`src/rtl/spim_pkg.sv`:
```
package spim_pkg;

  localparam int unsigned WORD_W   = 16;
  localparam int unsigned NARROW_W = 8;

  typedef enum logic [1:0] {
    TM_IDLE  = 2'd0,
    TM_START = 2'd1,
    TM_RUN   = 2'd2,
    TM_STOP  = 2'd3
  } tmr_state_e;

  typedef struct packed {
    logic cpha;
    logic lsb;
    logic wide;
  } frame_cfg_t;

  // Zero-extend a narrow word and, if asked, mirror it within the frame width.
  function automatic logic [WORD_W-1:0] orient(input logic [WORD_W-1:0] v,
                                               input logic wide,
                                               input logic lsb);
    logic [WORD_W-1:0] r;
    logic [WORD_W-1:0] t;
    r = wide ? v : {{(WORD_W-NARROW_W){1'b0}}, v[NARROW_W-1:0]};
    t = '0;
    for (int i = 0; i < int'(WORD_W); i++) begin
      if (wide) t[i] = r[WORD_W-1-i];
      else if (i < int'(NARROW_W)) t[i] = r[NARROW_W-1-i];
    end
    return lsb ? t : r;
  endfunction

endpackage

```
`src/rtl/spim_baud_timer.sv`:
```
module spim_baud_timer
  import spim_pkg::*;
#(
  parameter int unsigned CNT_W = 8
) (
  input  logic             clk,
  input  logic             rst_n,
  input  logic             start,
  input  logic [CNT_W-1:0] div,
  input  logic [CNT_W-1:0] last_edge,
  output logic             sck,
  output logic             active,
  output logic             edge_ev,
  output logic             rise_ev,
  output logic             last_ev,
  output logic             done
);

  tmr_state_e       st_q, st_d;
  logic [CNT_W-1:0] pre_q, pre_d;
  logic [CNT_W-1:0] edg_q, edg_d;
  logic             sck_q, sck_d;
  logic             tick;

  assign tick    = (pre_q == '0);
  assign edge_ev = (st_q == TM_RUN) && tick;
  assign rise_ev = edge_ev && !sck_q;
  assign last_ev = edge_ev && (edg_q == last_edge);
  assign done    = (st_q == TM_STOP) && tick;
  assign active  = (st_q != TM_IDLE);
  assign sck     = sck_q;

  always_comb begin
    st_d  = st_q;
    pre_d = pre_q;
    edg_d = edg_q;
    sck_d = sck_q;
    unique case (st_q)
      TM_IDLE: begin
        if (start) begin
          st_d  = TM_START;
          pre_d = div;
          edg_d = '0;
          sck_d = 1'b0;
        end
      end
      TM_START: begin
        if (tick) begin
          st_d  = TM_RUN;
          pre_d = div;
        end else begin
          pre_d = pre_q - 1'b1;
        end
      end
      TM_RUN: begin
        if (tick) begin
          sck_d = ~sck_q;
          edg_d = edg_q + 1'b1;
          pre_d = div;
          if (edg_q == last_edge) st_d = TM_STOP;
        end else begin
          pre_d = pre_q - 1'b1;
        end
      end
      TM_STOP: begin
        if (tick) st_d = TM_IDLE;
        else      pre_d = pre_q - 1'b1;
      end
      default: st_d = TM_IDLE;
    endcase
  end

  always_ff @(posedge clk or negedge rst_n) begin
    if (!rst_n) begin
      st_q  <= TM_IDLE;
      pre_q <= '0;
      edg_q <= '0;
      sck_q <= 1'b0;
    end else begin
      st_q  <= st_d;
      pre_q <= pre_d;
      edg_q <= edg_d;
      sck_q <= sck_d;
    end
  end

endmodule

```
`src/rtl/spim_select_timer.sv`:
```
module spim_select_timer (
  input  logic clk,
  input  logic rst_n,
  input  logic start,
  input  logic done,
  output logic cs_n
);

  logic cs_n_q, cs_n_d;

  always_comb begin
    cs_n_d = cs_n_q;
    if (start)     cs_n_d = 1'b0;
    else if (done) cs_n_d = 1'b1;
  end

  always_ff @(posedge clk or negedge rst_n) begin
    if (!rst_n) cs_n_q <= 1'b1;
    else        cs_n_q <= cs_n_d;
  end

  assign cs_n = cs_n_q;

endmodule

```
`src/rtl/spim_shifter.sv`:
```
module spim_shifter
  import spim_pkg::*;
(
  input  logic              clk,
  input  logic              rst_n,
  input  logic              load,
  input  logic [WORD_W-1:0] load_word,
  input  logic              cpha,
  input  logic              edge_ev,
  input  logic              rise_ev,
  input  logic              last_ev,
  input  logic              miso,
  output logic              mosi,
  output logic [WORD_W-1:0] rx_word
);

  logic [WORD_W-1:0] txs_q, txs_d;
  logic [WORD_W-1:0] rxs_q, rxs_d;
  logic              primed_q, primed_d;
  logic              fall_ev, sample, shift_tx;

  assign fall_ev  = edge_ev && !rise_ev;
  assign sample   = cpha ? fall_ev : rise_ev;
  assign shift_tx = cpha ? (rise_ev && primed_q) : fall_ev;

  always_comb begin
    txs_d    = txs_q;
    rxs_d    = rxs_q;
    primed_d = primed_q;
    if (load)          txs_d = load_word;
    else if (shift_tx) txs_d = {txs_q[WORD_W-2:0], 1'b0};
    if (load)                   primed_d = 1'b0;
    else if (cpha && last_ev)   primed_d = 1'b0;
    else if (cpha && rise_ev)   primed_d = 1'b1;
    if (sample) rxs_d = {rxs_q[WORD_W-2:0], miso};
  end

  always_ff @(posedge clk or negedge rst_n) begin
    if (!rst_n) begin
      txs_q    <= '0;
      rxs_q    <= '0;
      primed_q <= 1'b0;
    end else begin
      txs_q    <= txs_d;
      rxs_q    <= rxs_d;
      primed_q <= primed_d;
    end
  end

  assign mosi    = cpha ? (primed_q && txs_q[WORD_W-1]) : txs_q[WORD_W-1];
  assign rx_word = rxs_q;

endmodule

```
`src/rtl/spim_master.sv`:
```
module spim_master
  import spim_pkg::*;
#(
  parameter int unsigned       CLK_HZ     = 10_000_000,
  parameter int unsigned       BIT_RATE   = 500_000,
  parameter logic [WORD_W-1:0] DUMMY_WORD = 16'hA5C3
) (
  input  logic              clk,
  input  logic              rst_n,
  input  logic              wr_en,
  input  logic [WORD_W-1:0] wr_data,
  input  logic              wr_dummy,
  output logic              tx_empty,
  input  logic              rd_en,
  output logic [WORD_W-1:0] rd_data,
  output logic              rx_full,
  input  logic              cfg_cpha,
  input  logic              cfg_lsb,
  input  logic              cfg_wide,
  input  logic              div_wr_en,
  input  logic [7:0]        div_wr_data,
  output logic              sck,
  output logic              cs_n,
  output logic              mosi,
  input  logic              miso
);

  localparam int unsigned CMP_W   = 8;
  localparam logic [CMP_W-1:0] DIV_RST   = CMP_W'((CLK_HZ / BIT_RATE) / 2 - 1);
  localparam logic [CMP_W-1:0] EDGES_NAR = CMP_W'(2 * NARROW_W - 1);
  localparam logic [CMP_W-1:0] EDGES_WID = CMP_W'(2 * WORD_W - 1);

  logic [WORD_W-1:0] hold_q, hold_d;
  logic              empty_q, empty_d;
  logic [WORD_W-1:0] rdat_q, rdat_d;
  logic              full_q, full_d;
  logic [CMP_W-1:0]  div_q, div_d;
  logic [CMP_W-1:0]  edges_q, edges_d;
  frame_cfg_t        cfg_q, cfg_d;

  logic              t_active, t_edge, t_rise, t_last, t_done, go;
  logic [WORD_W-1:0] tx_oriented, load_word, rx_raw, rx_word;

  assign go = !t_active && !empty_q;

  // Write path: mirror with the settings of the frame being started, then left-justify.
  assign tx_oriented = orient(hold_q, cfg_wide, cfg_lsb);
  assign load_word   = cfg_wide ? tx_oriented
                                : {tx_oriented[NARROW_W-1:0], {(WORD_W-NARROW_W){1'b0}}};

  always_comb begin
    hold_d  = hold_q;
    empty_d = empty_q;
    if (go) begin
      empty_d = 1'b1;
    end else if (wr_en && empty_q) begin
      hold_d  = wr_dummy ? DUMMY_WORD : wr_data;
      empty_d = 1'b0;
    end
  end

  always_comb begin
    div_d   = div_wr_en ? div_wr_data : div_q;
    edges_d = go ? (cfg_wide ? EDGES_WID : EDGES_NAR) : edges_q;
    cfg_d   = go ? '{cpha: cfg_cpha, lsb: cfg_lsb, wide: cfg_wide} : cfg_q;
  end

  assign rx_word = orient(rx_raw, cfg_q.wide, cfg_q.lsb);

  always_comb begin
    rdat_d = rdat_q;
    full_d = full_q;
    if (t_done) begin
      rdat_d = rx_word;
      full_d = 1'b1;
    end else if (rd_en) begin
      full_d = 1'b0;
    end
  end

  always_ff @(posedge clk or negedge rst_n) begin
    if (!rst_n) begin
      hold_q  <= '0;
      empty_q <= 1'b1;
      rdat_q  <= '0;
      full_q  <= 1'b0;
      div_q   <= DIV_RST;
      edges_q <= EDGES_NAR;
      cfg_q   <= '0;
    end else begin
      hold_q  <= hold_d;
      empty_q <= empty_d;
      rdat_q  <= rdat_d;
      full_q  <= full_d;
      div_q   <= div_d;
      edges_q <= edges_d;
      cfg_q   <= cfg_d;
    end
  end

  spim_baud_timer #(.CNT_W(CMP_W)) i_clk_tmr (
    .clk       (clk),
    .rst_n     (rst_n),
    .start     (go),
    .div       (div_q),
    .last_edge (edges_q),
    .sck       (sck),
    .active    (t_active),
    .edge_ev   (t_edge),
    .rise_ev   (t_rise),
    .last_ev   (t_last),
    .done      (t_done)
  );

  spim_select_timer i_sel_tmr (
    .clk   (clk),
    .rst_n (rst_n),
    .start (go),
    .done  (t_done),
    .cs_n  (cs_n)
  );

  spim_shifter i_shift (
    .clk       (clk),
    .rst_n     (rst_n),
    .load      (go),
    .load_word (load_word),
    .cpha      (cfg_q.cpha),
    .edge_ev   (t_edge),
    .rise_ev   (t_rise),
    .last_ev   (t_last),
    .miso      (miso),
    .mosi      (mosi),
    .rx_word   (rx_raw)
  );

  assign tx_empty = empty_q;
  assign rx_full  = full_q;
  assign rd_data  = rdat_q;

endmodule

```
`config.mk`:
```
export PLATFORM = sky130hd
export DESIGN_NAME = spim_master
export DESIGN_NICKNAME = d
export VERILOG_FILES = /design/src/rtl/spim_pkg.sv /design/src/rtl/spim_baud_timer.sv /design/src/rtl/spim_select_timer.sv /design/src/rtl/spim_shifter.sv /design/src/rtl/spim_master.sv
export SDC_FILE = /design/constraint.sdc
export NUM_CORES = 1
export LEC_CHECK = 0
export BUFFER_PORTS_ARGS = -buffer_cell sky130_fd_sc_hd__buf_2
export CORE_MARGIN = 4
export CORE_UTILIZATION = 45
export CTS_BUF_LIST = sky130_fd_sc_hd__clkbuf_8
export DETAILED_ROUTE_END_ITERATION = 6
export MAX_ROUTING_LAYER = met4
export SLEW_MARGIN = 40
export SYNTH_ARGS = -nofsm -noshare
export SYNTH_HDL_FRONTEND = slang
export SYNTH_SLANG_ARGS = --single-unit
export TNS_END_PERCENT = 5
```
`constraint.sdc`:
```
create_clock -name clk -period 5.82 [get_ports clk]
set_clock_uncertainty 0.2 [all_clocks]
set_input_delay 0.291 -clock clk [delete_from_list [all_inputs] [get_ports clk]]
set_output_delay 0.291 -clock clk [all_outputs]
set_load 0.01 [all_outputs]
```
==> flow_metrics.py <==
metrics = {
    "global_route": {
        "grt_use_total": 0.166,
        "grt-ovfl-total": 0,
        "antenna_found_initial": 0,
        "grt_max_degree": 70,
        "grt_pass1_vias": 3552,
        "grt_pass1_wl_mm": 17.1,
    },
    "floorplanning": {
        "io_pins": 55,
        "core_um2": 10800,
        "rows": 38,
        "initial_core_util": 0.458,
        "chipHeight_um": 113,
        "die_w_um": 113,
        "dieArea_um2": 12800,
    },
    "detailed_routing": {
        "drt_iter0_markers": 172,
        "drcViolationCount": 0,
        "first_pass_iters": 4,
        "antenna_left": 0,
        "routed_wl_mm": 9.81,
        "wire_per_inst_um": 14.3,
        "viasPerCell": 5.27,
        "vias": 3627,
    },
    "clock_network": {
        "cts_buffer_depth": 2,
        "cts_resized": 0,
        "cts-root-buf": "clkbuf_8",
        "cts_tree": "built",
        "clk_pin_slew_ps": 90,
        "cts_buffers": 9,
        "insertion_delay_ps": 350,
        "post_cts_buffers": 0,
        "hold_buffers": 27,
        "cts.sinks": 98,
        "htreeDepth": 3,
    },
    "worst_setup_path": {
        "r2r_end": "i_shift.rx_word[3]",
        "ff2ff_setup_slack_ps": 2830,
        "crit_type": "reg -> reg",
        "worstPathArrival_ps": 3010,
        "endpoint": "i_shift.rx_word[3]",
        "worstRegToRegCells": 4,
        "reg2reg_from": "i_clk_tmr.pre_q[2]",
        "crit_start": "i_clk_tmr.pre_q[2]",
        "critPathLaunchType": "flop",
        "worstPathMaxFanout": 16,
        "cp-end-kind": "flop",
        "worstPathRequired_ps": 5850,
    },
    "cells_and_area": {
        "fill_cells": 978,
        "diodes": 0,
        "area_delta_synth_final_pct": 16.7,
        "final_util": 0.535,
        "final_nets": 585,
        "drive_gt1_frac": 0.243,
        "ff_latch_area_um2": 2460,
        "multiInputGateArea_um2": 2340,
    },
    "synth": {
        "synth-edff-count": 0,
        "synth_simple_gate_area_frac": 0.127,
        "synth_top_family_by_area": "multiplexers",
        "synthAdderAreaFrac": 0.0202,
        "yosys-top-cells-area": "dfrtp_1 47%, mux2_2 8.4%, o21ai_0 6.7%",
        "syn_area_per_cell_um2": 10.4,
        "synthMuxAreaShare": 0.183,
        "yosysMostFrequentCell": "dfrtp_1",
        "synthArstFlopShare": 1.00,
        "synth_top_area_share": 0.474,
        "synthTopCellsByCount": "94 x dfrtp_1, 79 x nand2_1, 66 x o21ai_0",
        "yosys_warnings": 0,
        "syn-num-nets": 521,
        "synth_ff_type": "dfrtp_1",
        "syn_area_um2": 4960,
        "synthXorXnorAreaFrac": 0.00176,
        "ys_ff_latch": 98,
        "synth_cell_types": 45,
        "synth_top_area_cell": "dfrtp_1",
        "synth_compound_area_frac": 0.135,
        "synth_cells": 479,
        "yosysSeqAreaShare": 0.495,
    },
    "status": {
        "outcome": "finished, final reports clean",
    },
    "place": {
        "gp_congestion": 0.789,
        "pre_cts_ws_ps": 2840,
        "dp_hpwl_mm": 6.81,
        "portBuffers": 54,
    },
    "sta": {
        "rsz0062_at_grt": "no",
        "period_share": 0.513,
        "setup_tns_ps": 0,
        "period_needed_ps": 2990,
        "drv_slew": 0,
        "fmax_mhz": 335,
        "layout_setup_ws_ps": 2830,
        "setup_violations": 0,
        "hold_viol_final": 0,
        "maxSlewHeadroom": 0.444,
        "tightest_slew_ps": 834,
    },
    "power_and_ir_drop": {
        "p_leak_nw": 2.71,
        "peakVddDrop_mv": 0.201,
        "powerDensity_nw_per_um2": 421,
    },
    "worst_hold_path": {
        "min_from": "wr_data[13]",
        "holdPathStages": 3,
        "min-delay-path-class": "in -> reg",
    },
    "flow_run": {
        "drv_cap": 0,
    },
}
-- cell usage in the layout, fill, tap and decap left out, drive strengths merged, types with 3 or more instances in the layout --
master,instances
clkinvlp,3
nor2b,4
nand3,7
and3,3
mux2i,24
nor2,13
clkbuf,10
ha,8
a21oi,12
o2bb2ai,5
or3,3
a221oi,3
mux2,56
dlygate4sd3,27
o21ai,67
o31ai,5
o22ai,3
buf,56
nor3,3
inv,18
nand2,79
dfstp,4
dfrtp,94
or4,7
nand2b,9
a32oi,6
-- worst max-delay path, cell delays in order (launching register included) --
cell and delay [ps]:
dfrtp_1 460, nor4_4 630, nand2_1 180, or4_2 980, mux2_1 410
-- flip-flops by register name, indices dropped and copies added, names as in the netlist --
name and cells:
i_sel_tmr.cs_n 1, rd_data 16, i_clk_tmr.edg_q 8, i_shift.primed_q 1
i_shift.rx_word 16, edges_q 1, i_clk_tmr.sck 1, div_q 8
hold_q 16, cfg_q 2, i_shift.txs_q 16, rx_full 1
i_clk_tmr.pre_q 8, tx_empty 1, i_clk_tmr.st_q 2
-- worst min-delay path by stage --
| stage | end |
|---|---|
| after CTS | hold_q[13] |
| after floorplan | cfg_q[1] |
| after global routing | hold_q[13] |
| final | hold_q[13] |
| after detailed placement | rd_data[6] |
| after global placement | rd_data[7] |
-- logic make-up (layout without fill, tap and decap cells) --
| family | after synthesis | in the layout |
|---|---|---|
| AND/OR/NAND/NOR | 134 | 134 |
| buffers and inverters | 46 | 115 |
| adder cells (fa/ha/maj) | 8 | 8 |
| flip-flops | 98 | 98 |
| AO/OA/AOI/OAI | 112 | 112 |
| multiplexers | 80 | 80 |
| XOR/XNOR | 1 | 1 |
-- layer usage --
layer  vias up  routed length, um  GRT usage
met5         -                  0          -
met4         0                102     0.0569
met3         6                330     0.0246
met2        62               4570      0.255
met1      1743               4810      0.228
li1       1816                  -          -
-- power by group --
group	internal [mW]	leakage, nW	switching, mW	total [mW]
registers	0.875	1.28	0.180	1.05
logic	0.429	1.34	0.522	0.951
clock network	0.208	0.0971	0.229	0.437
-- cell type report --
cell class,count,area share
multi-input cells,335,0.404
flip-flops and latches,98,0.424
well taps,140,0.0302
clock inverters,6,0.0104
inverters,16,0.0104
repair buffers,83,0.0970
clock buffers,10,0.0238
-- through the flow --
| stage | area, um2 | hold slack (ps) | power (mW) | std cells |
|---|---|---|---|---|
| after CTS | 5790 | 17.1 | 2.46 | 688 |
| after floorplan | 4960 | -205 | 1.75 | 479 |
| after global routing | 5790 | 48.7 | 2.66 | 688 |
| after detailed placement | 5320 | 46.8 | 2.01 | 645 |
| final | 5790 | 45.7 | 2.44 | 688 |
| after global placement | 5300 | 40.9 | 1.96 | 645 |
Power figures use the tool's default switching activity.
